## src/rtl/bootsig_pkg.sv

```systemverilog
package bootsig_pkg;
  typedef enum logic [1:0] {
    ST_IDLE = 2'd0,
    ST_REQ  = 2'd1,
    ST_RSP  = 2'd2
  } scan_st_e;

  localparam int          HDR_WORDS  = 6;
  localparam logic [2:0]  LAST_WORD  = 3'(HDR_WORDS - 1);
  localparam logic [7:0]  HDR_MAGIC  = 8'h18;
  localparam logic [7:0]  HDR_VER    = 8'h01;
  localparam logic [2:0]  W_SIZE     = 3'd2;
  localparam logic [2:0]  W_RSVD     = 3'd3;
  localparam logic [2:0]  W_OFFS     = 3'd4;
endpackage

```

## src/rtl/bootsig_pager.sv

```systemverilog
module bootsig_pager #(
  parameter int PAGE_W = 13
) (
  input  logic              clk,
  input  logic              rst_n,
  input  logic              load,
  input  logic              step,
  output logic [PAGE_W-1:0] page_o,
  output logic              last_o
);
  logic [PAGE_W-1:0] page_q;

  always_ff @(posedge clk) begin
    if (!rst_n)     page_q <= '0;
    else if (load)  page_q <= '1;
    else if (step)  page_q <= page_q - 1'b1;
  end

  assign page_o = page_q;
  assign last_o = (page_q == '0);

  // the index never steps below page 0
  a_r9_no_wrap: assert property (@(posedge clk) disable iff (!rst_n)
    step |-> page_q != '0);
endmodule

```

## src/rtl/bootsig_hdrchk.sv

```systemverilog
module bootsig_hdrchk
  import bootsig_pkg::*;
(
  input  logic        clk,
  input  logic        rst_n,
  input  logic [2:0]  idx,
  input  logic [31:0] data,
  input  logic        capture,
  output logic        word_ok,
  output logic [31:0] size_o,
  output logic [31:0] off_o
);
  logic [31:0] size_q, off_q;
  logic [7:0]  sum8;

  assign sum8 = data[7:0] + data[15:8] + data[23:16];

  always_comb begin
    unique case (idx)
      3'd0:    word_ok = (data[7:0] == HDR_MAGIC) && (data[15:8] == 8'h00)
                         && (data[31:24] == ~sum8);
      3'd1:    word_ok = (data[7:0] == 8'h00) && (data[15:8] == HDR_VER);
      3'd3:    word_ok = (data == 32'h0);
      3'd5:    word_ok = (data == size_q + off_q);
      3'd2,
      3'd4:    word_ok = 1'b1;
      default: word_ok = 1'b0;
    endcase
  end

  always_ff @(posedge clk) begin
    if (!rst_n) begin
      size_q <= '0;
      off_q  <= '0;
    end else if (capture) begin
      if (idx == W_SIZE) size_q <= data;
      if (idx == W_OFFS) off_q  <= data;
    end
  end

  assign size_o = size_q;
  assign off_o  = off_q;

  // header index stays inside the six-word header
  a_r2_idx_range: assert property (@(posedge clk) disable iff (!rst_n)
    capture |-> idx <= LAST_WORD);
endmodule

```

## src/rtl/bootsig_scan.sv

```systemverilog
module bootsig_scan
  import bootsig_pkg::*;
#(
  parameter int ADDR_W    = 22,
  parameter int PAGE_LOG2 = 9
) (
  input  logic              clk,
  input  logic              rst_n,
  input  logic              start,
  output logic              req_valid,
  input  logic              req_ready,
  output logic [ADDR_W-1:0] req_addr,
  input  logic              rsp_valid,
  output logic              rsp_ready,
  input  logic [31:0]       rsp_data,
  input  logic              rsp_err,
  output logic              busy,
  output logic              done,
  output logic              fail,
  output logic [ADDR_W-1:0] img_base,
  output logic [31:0]       img_pages,
  output logic [31:0]       img_entry
);
  localparam int PAGE_W = ADDR_W - PAGE_LOG2;

  scan_st_e          st_q;
  logic [2:0]        widx_q;
  logic              done_q, fail_q;
  logic [ADDR_W-1:0] base_q;
  logic [31:0]       pages_q, entry_q;

  logic [PAGE_W-1:0] page_w;
  logic              last_w, load_w, step_w;
  logic              accept_w, word_ok_w, pass_w, reject_w;
  logic [31:0]       size_w, off_w;
  logic [ADDR_W-1:0] page_base_w;

  assign load_w   = (st_q == ST_IDLE) && start;
  assign accept_w = (st_q == ST_RSP) && rsp_valid;
  assign pass_w   = accept_w && !rsp_err && word_ok_w;
  assign reject_w = accept_w && !(!rsp_err && word_ok_w);
  assign step_w   = reject_w && !last_w;

  assign page_base_w = {page_w, {PAGE_LOG2{1'b0}}};

  bootsig_pager #(.PAGE_W(PAGE_W)) u_pager (
    .clk    (clk),
    .rst_n  (rst_n),
    .load   (load_w),
    .step   (step_w),
    .page_o (page_w),
    .last_o (last_w)
  );

  bootsig_hdrchk u_chk (
    .clk     (clk),
    .rst_n   (rst_n),
    .idx     (widx_q),
    .data    (rsp_data),
    .capture (pass_w),
    .word_ok (word_ok_w),
    .size_o  (size_w),
    .off_o   (off_w)
  );

  always_ff @(posedge clk) begin
    if (!rst_n) begin
      st_q    <= ST_IDLE;
      widx_q  <= '0;
      done_q  <= 1'b0;
      fail_q  <= 1'b0;
      base_q  <= '0;
      pages_q <= '0;
      entry_q <= '0;
    end else begin
      unique case (st_q)
        ST_IDLE: if (start) begin
          st_q   <= ST_REQ;
          widx_q <= '0;
          done_q <= 1'b0;
          fail_q <= 1'b0;
        end
        ST_REQ: if (req_ready) st_q <= ST_RSP;
        ST_RSP: if (accept_w) begin
          if (reject_w) begin
            widx_q <= '0;
            if (last_w) begin
              st_q   <= ST_IDLE;
              done_q <= 1'b1;
              fail_q <= 1'b1;
            end else begin
              st_q <= ST_REQ;
            end
          end else if (widx_q == LAST_WORD) begin
            st_q    <= ST_IDLE;
            done_q  <= 1'b1;
            fail_q  <= 1'b0;
            base_q  <= page_base_w;
            pages_q <= size_w;
            entry_q <= 32'(page_base_w) + off_w;
          end else begin
            widx_q <= widx_q + 1'b1;
            st_q   <= ST_REQ;
          end
        end
        default: st_q <= ST_IDLE;
      endcase
    end
  end

  assign req_valid = (st_q == ST_REQ);
  assign rsp_ready = (st_q == ST_RSP);
  assign req_addr  = {page_w, {(PAGE_LOG2-5){1'b0}}, widx_q, 2'b00};
  assign busy      = (st_q != ST_IDLE);
  assign done      = done_q;
  assign fail      = fail_q;
  assign img_base  = base_q;
  assign img_pages = pages_q;
  assign img_entry = entry_q;

  // a stalled request keeps its address
  a_r10_req_hold: assert property (@(posedge clk) disable iff (!rst_n)
    req_valid && !req_ready |=> req_valid && $stable(req_addr));
  // never a new request while a response is awaited
  a_r10_single_outstanding: assert property (@(posedge clk) disable iff (!rst_n)
    !(req_valid && rsp_ready));
  // a finished scan is idle and keeps done until restarted
  a_r11_done_idle: assert property (@(posedge clk) disable iff (!rst_n)
    done |-> !busy);
  a_r11_done_held: assert property (@(posedge clk) disable iff (!rst_n)
    done && !start |=> done && $stable(img_entry) && $stable(fail));
  // failure is only reported together with done
  a_r9_fail_with_done: assert property (@(posedge clk) disable iff (!rst_n)
    fail |-> done);
  // a reported image base is page aligned
  a_r8_base_aligned: assert property (@(posedge clk) disable iff (!rst_n)
    done && !fail |-> img_base[PAGE_LOG2-1:0] == '0);
endmodule

```

## config.mk

```make
export PLATFORM = sky130hd
export DESIGN_NAME = bootsig_scan
export DESIGN_NICKNAME = d
export VERILOG_FILES = /design/src/rtl/bootsig_pkg.sv /design/src/rtl/bootsig_pager.sv /design/src/rtl/bootsig_hdrchk.sv /design/src/rtl/bootsig_scan.sv
export SDC_FILE = /design/constraint.sdc
export NUM_CORES = 1
export LEC_CHECK = 0
export BUFFER_PORTS_ARGS = -buffer_cell sky130_fd_sc_hd__buf_2
export CAP_MARGIN = 5
export CELL_PAD_IN_SITES_DETAIL_PLACEMENT = 1
export CELL_PAD_IN_SITES_GLOBAL_PLACEMENT = 1
export CORE_AREA = 2 2 166 168
export CTS_BUF_LIST = sky130_fd_sc_hd__clkbuf_8 sky130_fd_sc_hd__clkbuf_16
export DETAILED_ROUTE_END_ITERATION = 10
export DIE_AREA = 0 0 168 170
export MAX_ROUTING_LAYER = met4
export PLACE_DENSITY_LB_ADDON = 0.1
export SYNTH_ARGS = -nofsm -noshare
export SYNTH_HDL_FRONTEND = slang
export SYNTH_SLANG_ARGS = --single-unit
```

## constraint.sdc

```tcl
create_clock -name clk -period 4.7 [get_ports clk]
set_input_delay 0.235 -clock clk [delete_from_list [all_inputs] [get_ports clk]]
set_output_delay 0.235 -clock clk [all_outputs]
set_load 0.005 [all_outputs]
```

# Word level (Yosys, flattened, before mapping)
# Index checks and enable logic that the tools add are counted.
[classes]
add_sub_neg = 6
n_eq_ne = 17
muxes = 25
bitwise_logic = 2
n_reduce_logical = 29
[ops]
columns = ["op", "count"]
rows = [
  ["adder 22 x 32 -> 32 bit", 1],
  ["adder 32 bit", 1],
  ["== test 32 bit", 1],
  ["logical NOT 32 bit", 1],
  ["two-way mux 13 bit", 2],
  ["adder 8 bit", 2],
  ["logical NOT 8 bit", 2],
  ["logical NOT 13 bit", 1],
  ["subtractor 13 x 1 -> 13 bit, second input constant", 1],
  ["two-way mux 3 bit", 4],
  ["logical AND 1 bit", 10],
  ["two-way mux 1 bit", 10],
  ["== test 8 x 1 -> 1 bit, second input constant", 1],
  ["== test 8 x 5 -> 1 bit, second input constant", 1],
  ["== test 8 bit", 1],
  ["two-way mux 2 bit", 4],
  ["inverter 8 bit", 1],
  ["AND reduction 4 bit", 2],
  ["== test 3 x 2 -> 1 bit, second input constant", 2],
  ["== test 3 bit, second input constant", 2],
  ["inequality test 3 bit, second input constant", 2],
  ["case mux 2 bit (3 select lines)", 1],
  ["case mux 3 bit (2 select lines)", 1],
  ["nonzero test 2 bit", 3],
  ["17 further kinds", 22],
]
[totals]
ff_bits = 161
in_bits = 38
output_inout_bits = 113

# Longest topological paths before layout
# Gate-level depths: netlist (run 1).
[depth]
word_depth = 12
depth_mapped = 15
mapped_depth_nobuf = 13

# By module
# Synthesis (run 1) repeated with hierarchy kept, for this count alone.
[hier_totals]
hier_cells = 1261
area_unflattened_um2 = 9939.5
[modules_own_cells]
columns = ["module", "instances", "cells_per_inst", "area_each_um2", "seq_area_each_um2"]
rows = [
  ["bootsig_hdrchk", 1, 682, 5237.5, 1281.2],
  ["bootsig_scan", 1, 500, 3958.8, 1681.6],
  ["bootsig_pager", 1, 79, 743.2, 260.2],
]

# Worst setup path after synthesis (run 1)
# OpenSTA, ideal clock, no wires.
[synth_path]
path_kind = "flip-flop to flip-flop"
start = "register u_chk.size_q[0], in the netlist u_chk.size_o[0]"
end = "register u_chk.off_q[0], in the netlist u_chk.off_o[0]"
setup_time_ps = 72
arrival_ps = 3496
slack_ps = 1132
stages_incl_launch_ff = 16
period_less_slack_ps = 3568
path_cell_list = "dfxtp_1 > ha_1 > fa_1 > a21oi_1 > o21ai_1 > nand3_1 > a21o_1 > mux2i_1 > a2111oi_0 > nand4_1 > or4_4 > buf_6 > buf_6 > a21oi_4 > buf_12 > mux2i_1"
[synth_via]
elab_chain_cells = 5
[synth_lines]
columns = ["element", "line", "text"]
rows = [
  ["start: declaration", "bootsig_hdrchk.sv:13", "logic [31:0] size_q, off_q;"],
  ["start signal: assignment", "bootsig_hdrchk.sv:36", "if (idx == W_SIZE) size_q <= data;"],
  ["adder 32 bit", "bootsig_hdrchk.sv:24", "3'd5: word_ok = (data == size_q + off_q);"],
  ["== test 32 bit", "bootsig_hdrchk.sv:24", ""],
  ["case mux 1 bit (5 select lines)", "bootsig_hdrchk.sv:19", "unique case (idx)"],
  ["logical AND 1 bit", "bootsig_scan.sv:40", "assign pass_w = accept_w && !rsp_err && word_ok_w;"],
  ["AND reduction 2 bit (no line)", "--", ""],
  ["end signal: assignment", "bootsig_hdrchk.sv:37", "if (idx == W_OFFS) off_q <= data;"],
  ["end: declaration", "bootsig_hdrchk.sv:13", ""],
]
# Every way passes these cells.
# A chain may end at the register's enable or synchronous reset.

# Worst setup path after layout (run 1)
[layout_path]
start = "register u_chk.size_q[0], in the netlist u_chk.size_o[0]"
end = "register base_q[18], in the netlist img_base[18]"
[layout_via]
elab_chain_cells = 8
[layout_lines]
columns = ["element", "line", "text"]
rows = [
  ["adder 32 bit", "bootsig_hdrchk.sv:24", ""],
  ["== test 32 bit", "bootsig_hdrchk.sv:24", ""],
  ["case mux 1 bit (5 select lines)", "bootsig_hdrchk.sv:19", ""],
  ["logical AND 1 bit", "bootsig_scan.sv:41", "assign reject_w = accept_w && !(!rsp_err && word_ok_w);"],
  ["logical NOT 1 bit", "bootsig_scan.sv:41", ""],
  ["logical AND 1 bit", "bootsig_scan.sv:41", ""],
  ["inverter 1 bit (no line)", "--", ""],
  ["AND reduction 4 bit (no line)", "--", ""],
  ["end signal: assignment", "bootsig_scan.sv:98", "base_q <= page_base_w;"],
  ["end: declaration", "bootsig_scan.sv:29", "logic [ADDR_W-1:0] base_q;"],
]
# Every way passes these cells.

==> impl_table.tex, run 1 <==
\begin{tabular}{lr}
\hline
Metric & Value \\
\hline
\multicolumn{2}{l}{\textbf{Status}} \\
Result of the run & complete, no violations \\
\multicolumn{2}{l}{\textbf{Logic synthesis}} \\
Post-synthesis share of cell area spent on and, or, nand and nor gates & 20.8\% \\
Share of the synthesized netlist area taken by xor and xnor gates & 5.86\% \\
Count of different cell masters after synthesis & 76 \\
Mapped Area & 10,600 um2 \\
Top\_reg\_cell synth & dfxtp\_1 \\
Cell types with the largest area share after synthesis & dfxtp\_1 (30\%), mux2i\_1 (13\%), nand2\_1 (9.1\%), ha\_1 (6.6\%), xnor2\_1 (4.1\%) \\
Post-synth EDFFs & 0 \\
Adder-cell area share of the yosys netlist & 8.49\% \\
Async set-or-reset flop fraction in the synthesized netlist & 0\% \\
Dominant combinational cell family by area after synthesis & simple AND/OR/NAND/NOR gates \\
Area share of the largest cell type after synthesis & 30.4\% \\
Share of synthesized area spent on multiplexers & 13.5\% \\
Count of state elements after synthesis & 161 \\
Post-synthesis cell type with the largest combined area & dfxtp\_1 \\
Average cell area after synthesis & 8.42 um2 \\
Sequential-to-total area share from yosys stat & 30.4\% \\
Cells after synthesis & 1,260 \\
Yosys warnings & 0 \\
Complex-gate fraction of the synthesized area & 15.3\% \\
\multicolumn{2}{l}{\textbf{Timing}} \\
Worst clock skew & 0.0242 ns \\
Setup TNS Final & 0 ns \\
RSZ-0062 raised after global routing & no \\
Final setup vio count & 0 \\
Min Tclk post-route & 4.44 ns \\
Total count of max-transition violations in the final report & 0 \\
Worst setup margin & 0.264 ns \\
Hold Fails Final Rpt & 0 \\
Worst-margin pin slew & 0.930 ns \\
Tcrit/Tclk final & 94.4\% \\
Final-layout worst hold slack & 0.131 ns \\
Maximum clock frequency & 225 MHz \\
Rel. slew slack & 38.0\% \\
\multicolumn{2}{l}{\textbf{CTS}} \\
Clock transition at path regs & 0.08 ns \\
H-Tree Depth & 4 \\
Number of buffers created by CTS & 17 \\
CTS tree & yes \\
Master cell of the clock root buffer & clkbuf\_16 \\
Clock latency of the later-clocked register in the worst-skew pair & 0.44 ns \\
Clock sink total & 161 \\
Post-CTS setup buffer count & 0 \\
Buffer levels on the longest clock path & 2 \\
PostCTS Resize Cnt & 0 \\
Number of buffers added to fix hold violations after cts & 0 \\
\multicolumn{2}{l}{\textbf{Floorplan}} \\
Number of cell rows & 60 \\
Die H & 170 um \\
Initial standard-cell utilization of the core & 39.8\% \\
IO Pins & 151 \\
Die boundary width & 168 um \\
Core region area & 26,700 um2 \\
Die area & 28,600 um2 \\
\multicolumn{2}{l}{\textbf{GRT}} \\
Antenna violations before repair & 0 \\
Global Route Usage Sum & 26.8\% \\
Total grt overflow & 0 \\
Largest net degree at the start of global routing & 111 \\
First-pass GRT wire length & 57.9 mm \\
Vias in the first global route & 10,200 \\
\multicolumn{2}{l}{\textbf{Power}} \\
Peak supply drop & 0.000181 V \\
Power per cell area & 263 nW/um2 \\
Leakage Power & 5.20 nW \\
Sum of internal, switching and leakage power & 3.18 mW \\
\multicolumn{2}{l}{\textbf{Worst setup path}} \\
Cell with the biggest individual delay on the critical path & or4\_4 \\
Delay of the slowest cell on the worst path & 0.56 ns \\
Endpoint required time on the critical path & 5.07 ns \\
Reg-to-reg critical path startpoint & u\_chk.size\_o[0]\$\_SDFFE\_PN0P\_ \\
Crit Path Class & reg -> reg \\
Crit path capture & img\_base[18]\$\_SDFFE\_PN0P\_ \\
Kind of end point of the critical path & flip-flop \\
CP arrival & 4.80 ns \\
Critical R2R Capture & img\_base[18]\$\_SDFFE\_PN0P\_ \\
Register-to-register setup slack & 0.26 ns \\
Critical Path Source Type & flip-flop \\
Crit-path max FO & 17 \\
Startpoint of the worst setup timing path & u\_chk.size\_o[0]\$\_SDFFE\_PN0P\_ \\
Worst Path Buf+Inv & 2 \\
Family of cells with the greatest summed delay on the critical path & compound AO/OA/AOI/OAI gates \\
Stages on worst setup path & 14 \\
Number of cells on the worst reg-to-reg path & 14 \\
CP cell instances & ha\_1 -> fa\_1 -> a21oi\_1 -> o21ai\_1 -> nand3\_1 -> a21o\_1 -> nand4\_1 -> a2111oi\_0 -> nand4\_1 -> or4\_4 -> buf\_4 -> a21oi\_4 -> buf\_4 -> mux2i\_1 \\
\multicolumn{2}{l}{\textbf{Routing}} \\
Router iterations before antenna repair & 4 \\
Remaining routing DRC violations & 0 \\
Final antenna-violating net count & 0 \\
Number of vias per cell & 5.76 \\
Via count & 9,939 \\
Total Routed Length & 37.0 mm \\
Routed WL per cell & 21.5 um \\
Number of DRC violations after detailed-routing iteration 0 & 582 \\
\multicolumn{2}{l}{\textbf{Placement}} \\
Dpl hpwl & 28.8 mm \\
Worst slack after detailed placement & 0.359 ns \\
Weighted congestion at the end of routability-driven global placement & 0.921 \\
PortBufs & 135 \\
\multicolumn{2}{l}{\textbf{Cells and area}} \\
Multi-input gate area & 6860 um2 \\
Area delta synth->final & 13.9\% \\
Sequential cell area & 3220 um2 \\
Proportion of layout cells with a drive suffix above 1 & 15.4\% \\
Fill cells & 3,217 \\
Nets@finish & 1,477 \\
Diodes inserted & 0 \\
\multicolumn{2}{l}{\textbf{Worst hold path}} \\
Hold Path Class & in -> reg \\
\multicolumn{2}{l}{\textbf{Flow run}} \\
\# Max-Cap Violations & 0 \\
\hline
\end{tabular}
metal layers:
layer / vias up / global-route usage (%) / wire length [um]
met5: - / - / 0
met4: 0 / 7.11 / 669
met3: 38 / 4.40 / 1700
met2: 258 / 44.5 / 17800
met1: 4917 / 34.0 / 16900
li1: 4726 / - / -
registers in the layout, summed over array words and instances, names as in the netlist, 2 cells and up:
| register | cells |
|---|---|
| img_base | 13 |
| img_entry | 32 |
| img_pages | 32 |
| st_q | 2 |
| u_chk.off_o | 32 |
| u_chk.size_o | 32 |
| u_pager.page_o | 13 |
| widx_q | 3 |
how the worst min path moves through the flow:
stage	startpoint	endpoint	slack, ns	cells past startpoint
floorplan	rsp_data[11]	u_chk.off_o[11]$_SDFFE_PN0P_	0.40	2
global placement	img_base[16]$_SDFFE_PN0P_	img_base[16]$_SDFFE_PN0P_	0.44	2
detailed placement	img_base[17]$_SDFFE_PN0P_	img_base[17]$_SDFFE_PN0P_	0.45	2
CTS	req_ready	st_q[0]$_SDFFE_PN0P_	0.12	4
global route	rsp_data[27]	u_chk.off_o[27]$_SDFFE_PN0P_	0.14	3
finish	req_ready	st_q[0]$_SDFFE_PN0P_	0.13	4
area by class of cell:
type	count	share of cell area, %
repair buffers	160	7.71
inverters	25	0.776
clock buffers	17	3.52
well taps	341	3.53
multi-input cells	1008	56.8
flip-flops and latches	161	26.7
clock inverters	15	1.02
metrics by stage:
| stage | instances | area [um2] | utilization [%] |
|---|---|---|---|
| finish | 1727 | 12100 | 45.4 |
| floorplan | 1274 | 10700 | - |
| global route | 1727 | 12100 | 45.4 |
| global placement | 1695 | 11500 | 43.3 |
| detailed placement | 1695 | 11500 | 43.3 |
| CTS | 1727 | 12100 | 45.4 |
cell families after synthesis:
family | count (synthesis)
AO/OA/AOI/OAI | 229
XOR/XNOR | 71
adder cells (fa/ha/maj) | 66
buffers and inverters | 105
flip-flops | 161
multiplexers | 143
other | 1
AND/OR/NAND/NOR | 484
cells in the mapped netlist, drive strengths merged, types with 4 or more instances:
cell type / instances
a2111oi: 8
a211o: 7
a211oi: 17
a21o: 10
a21oi: 58
a311oi: 7
a31o: 4
a31oi: 10
and2: 9
and3: 13
and4: 4
buf: 42
clkbuf: 38
dfxtp: 161
fa: 10
ha: 56
inv: 25
mux2i: 142
nand2: 259
nand2b: 10
nand3: 19
nand3b: 5
nand4: 31
nor2: 58
nor2b: 8
nor3: 31
nor4: 12
o2111ai: 7
o211ai: 4
o21a: 9
o21ai: 45
o311ai: 7
o31ai: 5
or3: 15
xnor2: 50
xor2: 21
layout by cell type, fill, tap and decap left out, types with 10 or more instances in the layout:
master	instances
a211oi_1	17
a21oi_1	55
and3_1	13
buf_2	134
buf_4	20
clkbuf_16	17
conb_1	15
dfxtp_1	161
fa_1	10
ha_1	56
inv_1	26
mux2i_1	142
nand2_1	258
nand2b_1	10
nand3_1	19
nand4_1	31
nor2_1	57
nor3_1	31
nor4_1	12
o21ai_0	41
or3_1	15
xnor2_1	50
xor2_1	21
worst register-to-register path: stages (launching register included):
cell and delay, ns:
dfxtp_1 0.32, ha_1 0.22, fa_1 0.43, a21oi_1 0.27
o21ai_1 0.22, nand3_1 0.31, a21o_1 0.16, nand4_1 0.11
a2111oi_0 0.54, nand4_1 0.24, or4_4 0.56, buf_4 0.25
a21oi_4 0.18, buf_4 0.32, mux2i_1 0.24
power breakdown:
| part | internal, mW | leakage [nW] | switching [mW] |
|---|---|---|---|
| sequential | 1.38 | 1.30 | 0.0351 |
| clock | 0.694 | 0.272 | 0.659 |
| combinational | 0.159 | 3.62 | 0.252 |
| total | 2.23 | 5.20 | 0.946 |
Note: power is estimated with default switching activity, not from simulation.
==> run 2: changes to the inputs <==
==> constraint.sdc (replaced) <==
create_clock -name clk -period 5.59 [get_ports clk]
set_input_delay 0.2795 -clock clk [delete_from_list [all_inputs] [get_ports clk]]
set_output_delay 0.2795 -clock clk [all_outputs]
set_load 0.005 [all_outputs]
==> run 2 against run 1 <==
Against the previous run: routed wire length rose by 0.16%; combinational power fell by 17%; clock skew fell by 0.0037 ns; total power fell by 15%; hold slack improved by 0.052 ns; final area fell by 1.3%; first-iteration DRC count fell by 15%; worst setup slack improved by 0.70 ns; critical path depth fell by 2; die area did not move; clock-buffer cell count did not move; maximum frequency fell by 4.1%; largest cell class unchanged.
==> impl_table.tex, run 2 (synthesized netlist as in run 1, its figures left out) <==
\begin{tabular}{lr}
\hline
Metric & Value \\
\hline
\multicolumn{2}{l}{\textbf{Worst setup path}} \\
Crit-path max FO & 61 \\
Number of cells on the worst reg-to-reg path & 12 \\
Cell with the biggest individual delay on the critical path & or4\_4 \\
CP cell instances & ha\_1 -> fa\_1 -> a21oi\_1 -> o21ai\_1 -> a21oi\_1 -> mux2i\_1 -> nand4\_1 -> a2111oi\_0 -> nand4\_1 -> or4\_4 -> a21o\_4 -> a31o\_2 \\
Stages on worst setup path & 12 \\
Delay of the slowest cell on the worst path & 0.65 ns \\
Crit Path Class & reg -> reg \\
Register-to-register setup slack & 0.96 ns \\
Critical Path Source Type & flip-flop \\
CP arrival & 4.95 ns \\
Reg-to-reg critical path startpoint & u\_chk.size\_o[0]\$\_SDFFE\_PN0P\_ \\
Family of cells with the greatest summed delay on the critical path & compound AO/OA/AOI/OAI gates \\
Worst Path Buf+Inv & 0 \\
Critical R2R Capture & img\_entry[24]\$\_SDFFE\_PN0P\_ \\
Kind of end point of the critical path & flip-flop \\
Endpoint required time on the critical path & 5.92 ns \\
\multicolumn{2}{l}{\textbf{Timing}} \\
RSZ-0062 raised after global routing & no \\
Min Tclk post-route & 4.63 ns \\
Worst-margin pin slew & 1.05 ns \\
Rel. slew slack & 30.1\% \\
Worst clock skew & 0.0205 ns \\
Tcrit/Tclk final & 82.7\% \\
Maximum clock frequency & 216 MHz \\
Total count of max-transition violations in the final report & 0 \\
Hold Fails Final Rpt & 0 \\
Setup TNS Final & 0 ns \\
Final setup vio count & 0 \\
\multicolumn{2}{l}{\textbf{Power}} \\
Internal power consumption & 1.88 mW \\
Switching share of power & 30.2\% \\
Peak supply drop & 0.000196 V \\
Clock network power share & 43.1\% \\
Share of total power in sequential cells & 44.2\% \\
Relative contribution of combinational cells to total power & 12.7\% \\
Switching power & 814 uW \\
Leakage Power & 5.09 nW \\
Power per cell area & 226 nW/um2 \\
\multicolumn{2}{l}{\textbf{GRT}} \\
Antenna violations before repair & 0 \\
Largest net degree at the start of global routing & 85 \\
Global Route Usage Sum & 26.9\% \\
Vias in the first global route & 10,000 \\
Total grt overflow & 0 \\
First-pass GRT wire length & 57.6 mm \\
\multicolumn{2}{l}{\textbf{Worst hold path}} \\
Min-Delay Startpoint & req\_ready \\
Hold-critical path endpoint & st\_q[0]\$\_SDFFE\_PN0P\_ \\
Hold Path Class & in -> reg \\
Min-Delay Path Depth & 4 \\
\multicolumn{2}{l}{\textbf{Floorplan}} \\
Core region area & 26,700 um2 \\
Initial standard-cell utilization of the core & 39.8\% \\
Die boundary width & 168 um \\
Die area & 28,600 um2 \\
Number of cell rows & 60 \\
Die H & 170 um \\
IO Pins & 151 \\
\multicolumn{2}{l}{\textbf{Cells and area}} \\
Area delta synth->final & 12.5\% \\
Proportion of layout cells with a drive suffix above 1 & 14.4\% \\
Diodes inserted & 0 \\
Number of standard cells in the layout, taps in and fillers out & 1,710 \\
Nets@finish & 1,460 \\
Leading cell types in the layout, fill and taps excluded & nand2\_1 (258), dfxtp\_1 (161), mux2i\_1 (142) \\
Most frequent standard cell in the layout excluding fill and tap cells & nand2\_1 \\
\multicolumn{2}{l}{\textbf{Placement}} \\
PortBufs & 135 \\
Weighted congestion at the end of routability-driven global placement & 0.905 \\
Placed Cells incl. Taps & 1,678 \\
Dpl hpwl & 28.7 mm \\
\multicolumn{2}{l}{\textbf{CTS}} \\
Number of buffers added to fix hold violations after cts & 0 \\
CTS tree & yes \\
Clock latency of the later-clocked register in the worst-skew pair & 0.45 ns \\
Post-CTS setup buffer count & 0 \\
Clock transition at path regs & 0.07 ns \\
Master cell of the clock root buffer & clkbuf\_16 \\
Number of buffers created by CTS & 17 \\
PostCTS Resize Cnt & 0 \\
Clock sink total & 161 \\
H-Tree Depth & 4 \\
Buffer levels on the longest clock path & 2 \\
\multicolumn{2}{l}{\textbf{Routing}} \\
Total Routed Length & 37.1 mm \\
Remaining routing DRC violations & 0 \\
Number of vias per cell & 5.77 \\
Routed WL per cell & 21.7 um \\
Router iterations before antenna repair & 5 \\
Final antenna-violating net count & 0 \\
Via count & 9,859 \\
Number of DRC violations after detailed-routing iteration 0 & 494 \\
\multicolumn{2}{l}{\textbf{Flow run}} \\
\# Max-Cap Violations & 0 \\
\multicolumn{2}{l}{\textbf{Status}} \\
Result of the run & complete, no violations \\
\hline
\end{tabular}
[run 2: final cells by class]
cell class / instances / area (um2)
Fill cell: 3234 / 14700
Multi-Input combinational cell: 1008 / 6870
Timing Repair Buffer: 143 / 742
Tap cell: 341 / 427
Clock buffer: 17 / 425
Inverter: 25 / 93.8
Sequential cell: 161 / 3220
Clock inverter: 15 / 151
[run 2: stage by stage]
step,hold slack (ns),setup slack (ns),instance area [um2],power (mW),utilization (%)
floorplan,0.444,2.02,10700,1.44,-
global placement,0.441,1.03,11400,1.55,42.6
detailed placement,0.452,1.02,11400,1.56,42.6
CTS,0.176,0.985,11900,2.73,44.8
global route,0.199,0.751,11900,2.81,44.8
finish,0.183,0.964,11900,2.70,44.8
[run 2: worst max-delay path by stage]
| stage | start | end |
|---|---|---|
| after global placement | u_chk.size_o[7]$_SDFFE_PN0P_ | img_entry[24]$_SDFFE_PN0P_ |
| after detailed placement | u_chk.size_o[0]$_SDFFE_PN0P_ | img_entry[24]$_SDFFE_PN0P_ |
| final | u_chk.size_o[0]$_SDFFE_PN0P_ | img_entry[24]$_SDFFE_PN0P_ |
| after CTS | u_chk.size_o[7]$_SDFFE_PN0P_ | img_entry[24]$_SDFFE_PN0P_ |
| after floorplan | u_chk.size_o[0]$_SDFFE_PN0P_ | u_chk.off_o[0]$_SDFFE_PN0P_ |
| after global routing | u_chk.size_o[0]$_SDFFE_PN0P_ | img_entry[24]$_SDFFE_PN0P_ |
[run 2: power by group through the flow]
stage	clock, mW	sequential (mW)	combinational (mW)
after global routing	1.24	1.19	0.378
after detailed placement	0	1.22	0.340
after floorplan	0	1.20	0.231
after global placement	0	1.22	0.335
final	1.16	1.19	0.342
after CTS	1.19	1.19	0.342
[run 2: layer usage]
| layer | routed length (um) | share of wire (%) | track usage (%) |
|---|---|---|---|
| met1 | 16800 | 45 | 33.8 |
| met2 | 17500 | 47 | 43.7 |
| met3 | 1650 | 4.4 | 4.44 |
| met4 | 1200 | 3.2 | 9.79 |
| met5 | 0 | 0 | - |
[run 2: worst min-delay path: cells and delay by family]
| kind | cells | cell delay, ns |
|---|---|---|
| simple gates | 2 | 0.14 |
| buf+inv | 1 | 0.08 |
| compound gates | 1 | 0.08 |
==> run 3: changes to the inputs <==
==> constraint.sdc (replaced) <==
create_clock -name clk -period 4 [get_ports clk]
set_input_delay 0.2 -clock clk [delete_from_list [all_inputs] [get_ports clk]]
set_output_delay 0.2 -clock clk [all_outputs]
set_load 0.005 [all_outputs]
==> run 3 against run 2 <==
Against the previous run: worst setup slack got worse by 0.87 ns; first-iteration DRC count increased by 35%; largest cell class unchanged; sequential cell count stayed put; clock power rose by 47%; utilization up 3.7 points; cell count rose by 5.6%.
==> impl_table.tex, run 3 (synthesized netlist as in run 1, its figures left out) <==
\begin{tabular}{lr}
\hline
Metric & Value \\
\hline
\multicolumn{2}{l}{\textbf{CTS}} \\
H-Tree Depth & 4 \\
Buffer levels on the longest clock path & 2 \\
CTS tree & yes \\
Number of buffers created by CTS & 17 \\
Number of buffers added to fix hold violations after cts & 0 \\
Clock latency of the later-clocked register in the worst-skew pair & 0.45 ns \\
Clock sink total & 161 \\
Master cell of the clock root buffer & clkbuf\_16 \\
Clock transition at path regs & 0.08 ns \\
\multicolumn{2}{l}{\textbf{Worst setup path}} \\
Reg-to-reg critical path startpoint & u\_chk.size\_o[4]\$\_SDFFE\_PN0P\_ \\
Critical Path Source Type & flip-flop \\
Delay of the slowest cell on the worst path & 0.66 ns \\
Register-to-register setup slack & 0.1 ns \\
Crit-path max FO & 12 \\
Critical R2R Capture & u\_chk.off\_o[30]\$\_SDFFE\_PN0P\_ \\
CP cell instances & ha\_1 -> a211oi\_2 -> a21boi\_4 -> buf\_4 -> a2111oi\_4 -> nor2\_2 -> a31oi\_2 -> xnor2\_1 -> or3\_1 -> or4\_4 -> a21oi\_4 -> buf\_12 -> buf\_12 -> mux2i\_2 \\
Endpoint required time on the critical path & 4.37 ns \\
Kind of end point of the critical path & flip-flop \\
Most Frequent Cell on Critical Path & buf\_12 \\
CP arrival & 4.27 ns \\
Number of cells on the worst reg-to-reg path & 14 \\
Crit Path Class & reg -> reg \\
Cell with the biggest individual delay on the critical path & or4\_4 \\
\multicolumn{2}{l}{\textbf{Timing}} \\
Maximum clock frequency & 256 MHz \\
Worst clock skew & 0.0247 ns \\
Total count of max-transition violations in the final report & 0 \\
Hold Fails Final Rpt & 0 \\
Rel. slew slack & 39.1\% \\
Worst-margin pin slew & 0.914 ns \\
Final setup vio count & 0 \\
Tcrit/Tclk final & 97.6\% \\
Min Tclk post-route & 3.90 ns \\
\multicolumn{2}{l}{\textbf{Routing}} \\
Routed WL per cell & 21.8 um \\
Number of vias per cell & 5.78 \\
Total Routed Length & 39.3 mm \\
Final antenna-violating net count & 0 \\
Remaining routing DRC violations & 0 \\
Router iterations before antenna repair & 5 \\
Number of DRC violations after detailed-routing iteration 0 & 669 \\
Via count & 10,400 \\
\multicolumn{2}{l}{\textbf{Cells and area}} \\
Most frequent standard cell in the layout excluding fill and tap cells & nand2\_1 \\
Proportion of layout cells with a drive suffix above 1 & 21.0\% \\
Diodes inserted & 0 \\
Fill cells & 3,243 \\
Area delta synth->final & 21.7\% \\
Nets@finish & 1,556 \\
Leading cell types in the layout, fill and taps excluded & nand2\_1 (258), dfxtp\_1 (161), mux2i\_1 (141) \\
Number of standard cells in the layout, taps in and fillers out & 1,805 \\
\multicolumn{2}{l}{\textbf{Worst hold path}} \\
Min-Delay Path Depth & 4 \\
Hold Path Class & in -> reg \\
Hold-critical path endpoint & st\_q[1]\$\_SDFFE\_PN0P\_ \\
Min-Delay Startpoint & rsp\_valid \\
\multicolumn{2}{l}{\textbf{Floorplan}} \\
Initial standard-cell utilization of the core & 39.8\% \\
Die boundary width & 168 um \\
Number of cell rows & 60 \\
Die area & 28,600 um2 \\
IO Pins & 151 \\
Die H & 170 um \\
Core region area & 26,700 um2 \\
\multicolumn{2}{l}{\textbf{Placement}} \\
Placed Cells incl. Taps & 1,768 \\
Dpl hpwl & 30.1 mm \\
PortBufs & 135 \\
Weighted congestion at the end of routability-driven global placement & 0.978 \\
\multicolumn{2}{l}{\textbf{GRT}} \\
Antenna violations before repair & 0 \\
Largest net degree at the start of global routing & 121 \\
Total grt overflow & 0 \\
Global Route Usage Sum & 28.0\% \\
Vias in the first global route & 10,400 \\
First-pass GRT wire length & 60.1 mm \\
\multicolumn{2}{l}{\textbf{Power}} \\
Peak supply drop & 0.000203 V \\
Sum of internal, switching and leakage power & 3.88 mW \\
Power per cell area & 300 nW/um2 \\
Leakage Power & 5.64 nW \\
\multicolumn{2}{l}{\textbf{Flow run}} \\
\# Max-Cap Violations & 0 \\
\multicolumn{2}{l}{\textbf{Status}} \\
Result of the run & complete, no violations \\
\hline
\end{tabular}
-- run 3: cell types whose count changed in the layout (fill, tap and decap cells not counted), moves of 3 or more --
| cell | before | now |
|---|---|---|
| a21oi_2 | 0 | 4 |
| o21ai_0 | 41 | 38 |
| buf_4 | 8 | 92 |
| buf_12 | 0 | 10 |
| ha_1 | 56 | 53 |
| a21oi_1 | 55 | 51 |
-- run 3: cell type report --
class                           instances  area, um2  area share, %
Tap cell                              341        427           3.30
Inverter                               25       93.8          0.726
Timing Repair Buffer                  239       1620           12.6
Clock buffer                           17        425           3.29
Clock inverter                         14        169           1.31
Sequential cell                       161       3220           24.9
Multi-Input combinational cell       1008       6960           53.9
-- run 3: report_power, final --
part	switching (mW)	internal (mW)	total (mW)	leakage [nW]
logic	0.329	0.204	0.533	4.06
registers	0.0282	1.62	1.65	1.30
clock network	0.804	0.892	1.70	0.286
total	1.16	2.71	3.88	5.64
-- run 3: what timing repair did --
item,CTS,global route
setup endpoints to repair,8,159
gates cloned,0,2
setup buffers,0,4
pin swaps,0,9
resized for setup,1,22
-- run 3: worst max-delay path by stage --
stage / startpoint / to / slack [ns] / depth (start not counted)
floorplan: u_chk.size_o[0]$_SDFFE_PN0P_ / u_chk.off_o[0]$_SDFFE_PN0P_ / 0.43 / 15
global placement: u_chk.size_o[0]$_SDFFE_PN0P_ / u_pager.page_o[3]$_SDFFE_PN0P_ / 0.06 / 15
detailed placement: rsp_data[1] / done$_SDFFE_PN0P_ / 0.04 / 15
CTS: u_chk.size_o[4]$_SDFFE_PN0P_ / u_chk.off_o[1]$_SDFFE_PN0P_ / 0.02 / 12
global route: u_chk.size_o[4]$_SDFFE_PN0P_ / u_chk.off_o[30]$_SDFFE_PN0P_ / -0.07 / 14
finish: u_chk.size_o[4]$_SDFFE_PN0P_ / u_chk.off_o[30]$_SDFFE_PN0P_ / 0.1 / 14
-- run 3: per-layer routing --
metal | wire, um | vias to the layer above | track usage (%)
met5 | 0 | - | -
li1 | - | 4875 | -
met3 | 1930 | 63 | 3.14
met2 | 19100 | 321 | 46.7
met1 | 17400 | 5168 | 35.9
met4 | 892 | 0 | 8.02
-- run 3: critical path, delay by kind of cell (launching register included) --
family | cells | cell delay (ns)
compound gates | 5 | 1.03
xor+xnor | 1 | 0.16
fa+ha+maj | 1 | 0.39
buf+inv | 3 | 0.46
flops | 1 | 0.32
mux | 1 | 0.22
simple gates | 3 | 1.24
-- run 3: per-stage QoR --
| stage | TNS, ns | hold slack, ns | util [%] | cell area [um2] | setup WS (ns) |
|---|---|---|---|---|---|
| 2_1_floorplan | 0 | 0.364 | - | 10700 | 0.432 |
| 3_3_place_gp | 0 | 0.442 | 45.5 | 12100 | 0.0600 |
| 3_5_place_dp | 0 | 0.447 | 45.5 | 12100 | 0.0402 |
| 4_1_cts | 0 | 0.0773 | 47.8 | 12700 | 0.0190 |
| 5_1_grt | -0.803 | 0.111 | 48.5 | 12900 | -0.0663 |
| 6_report | 0 | 0.102 | 48.5 | 12900 | 0.0955 |
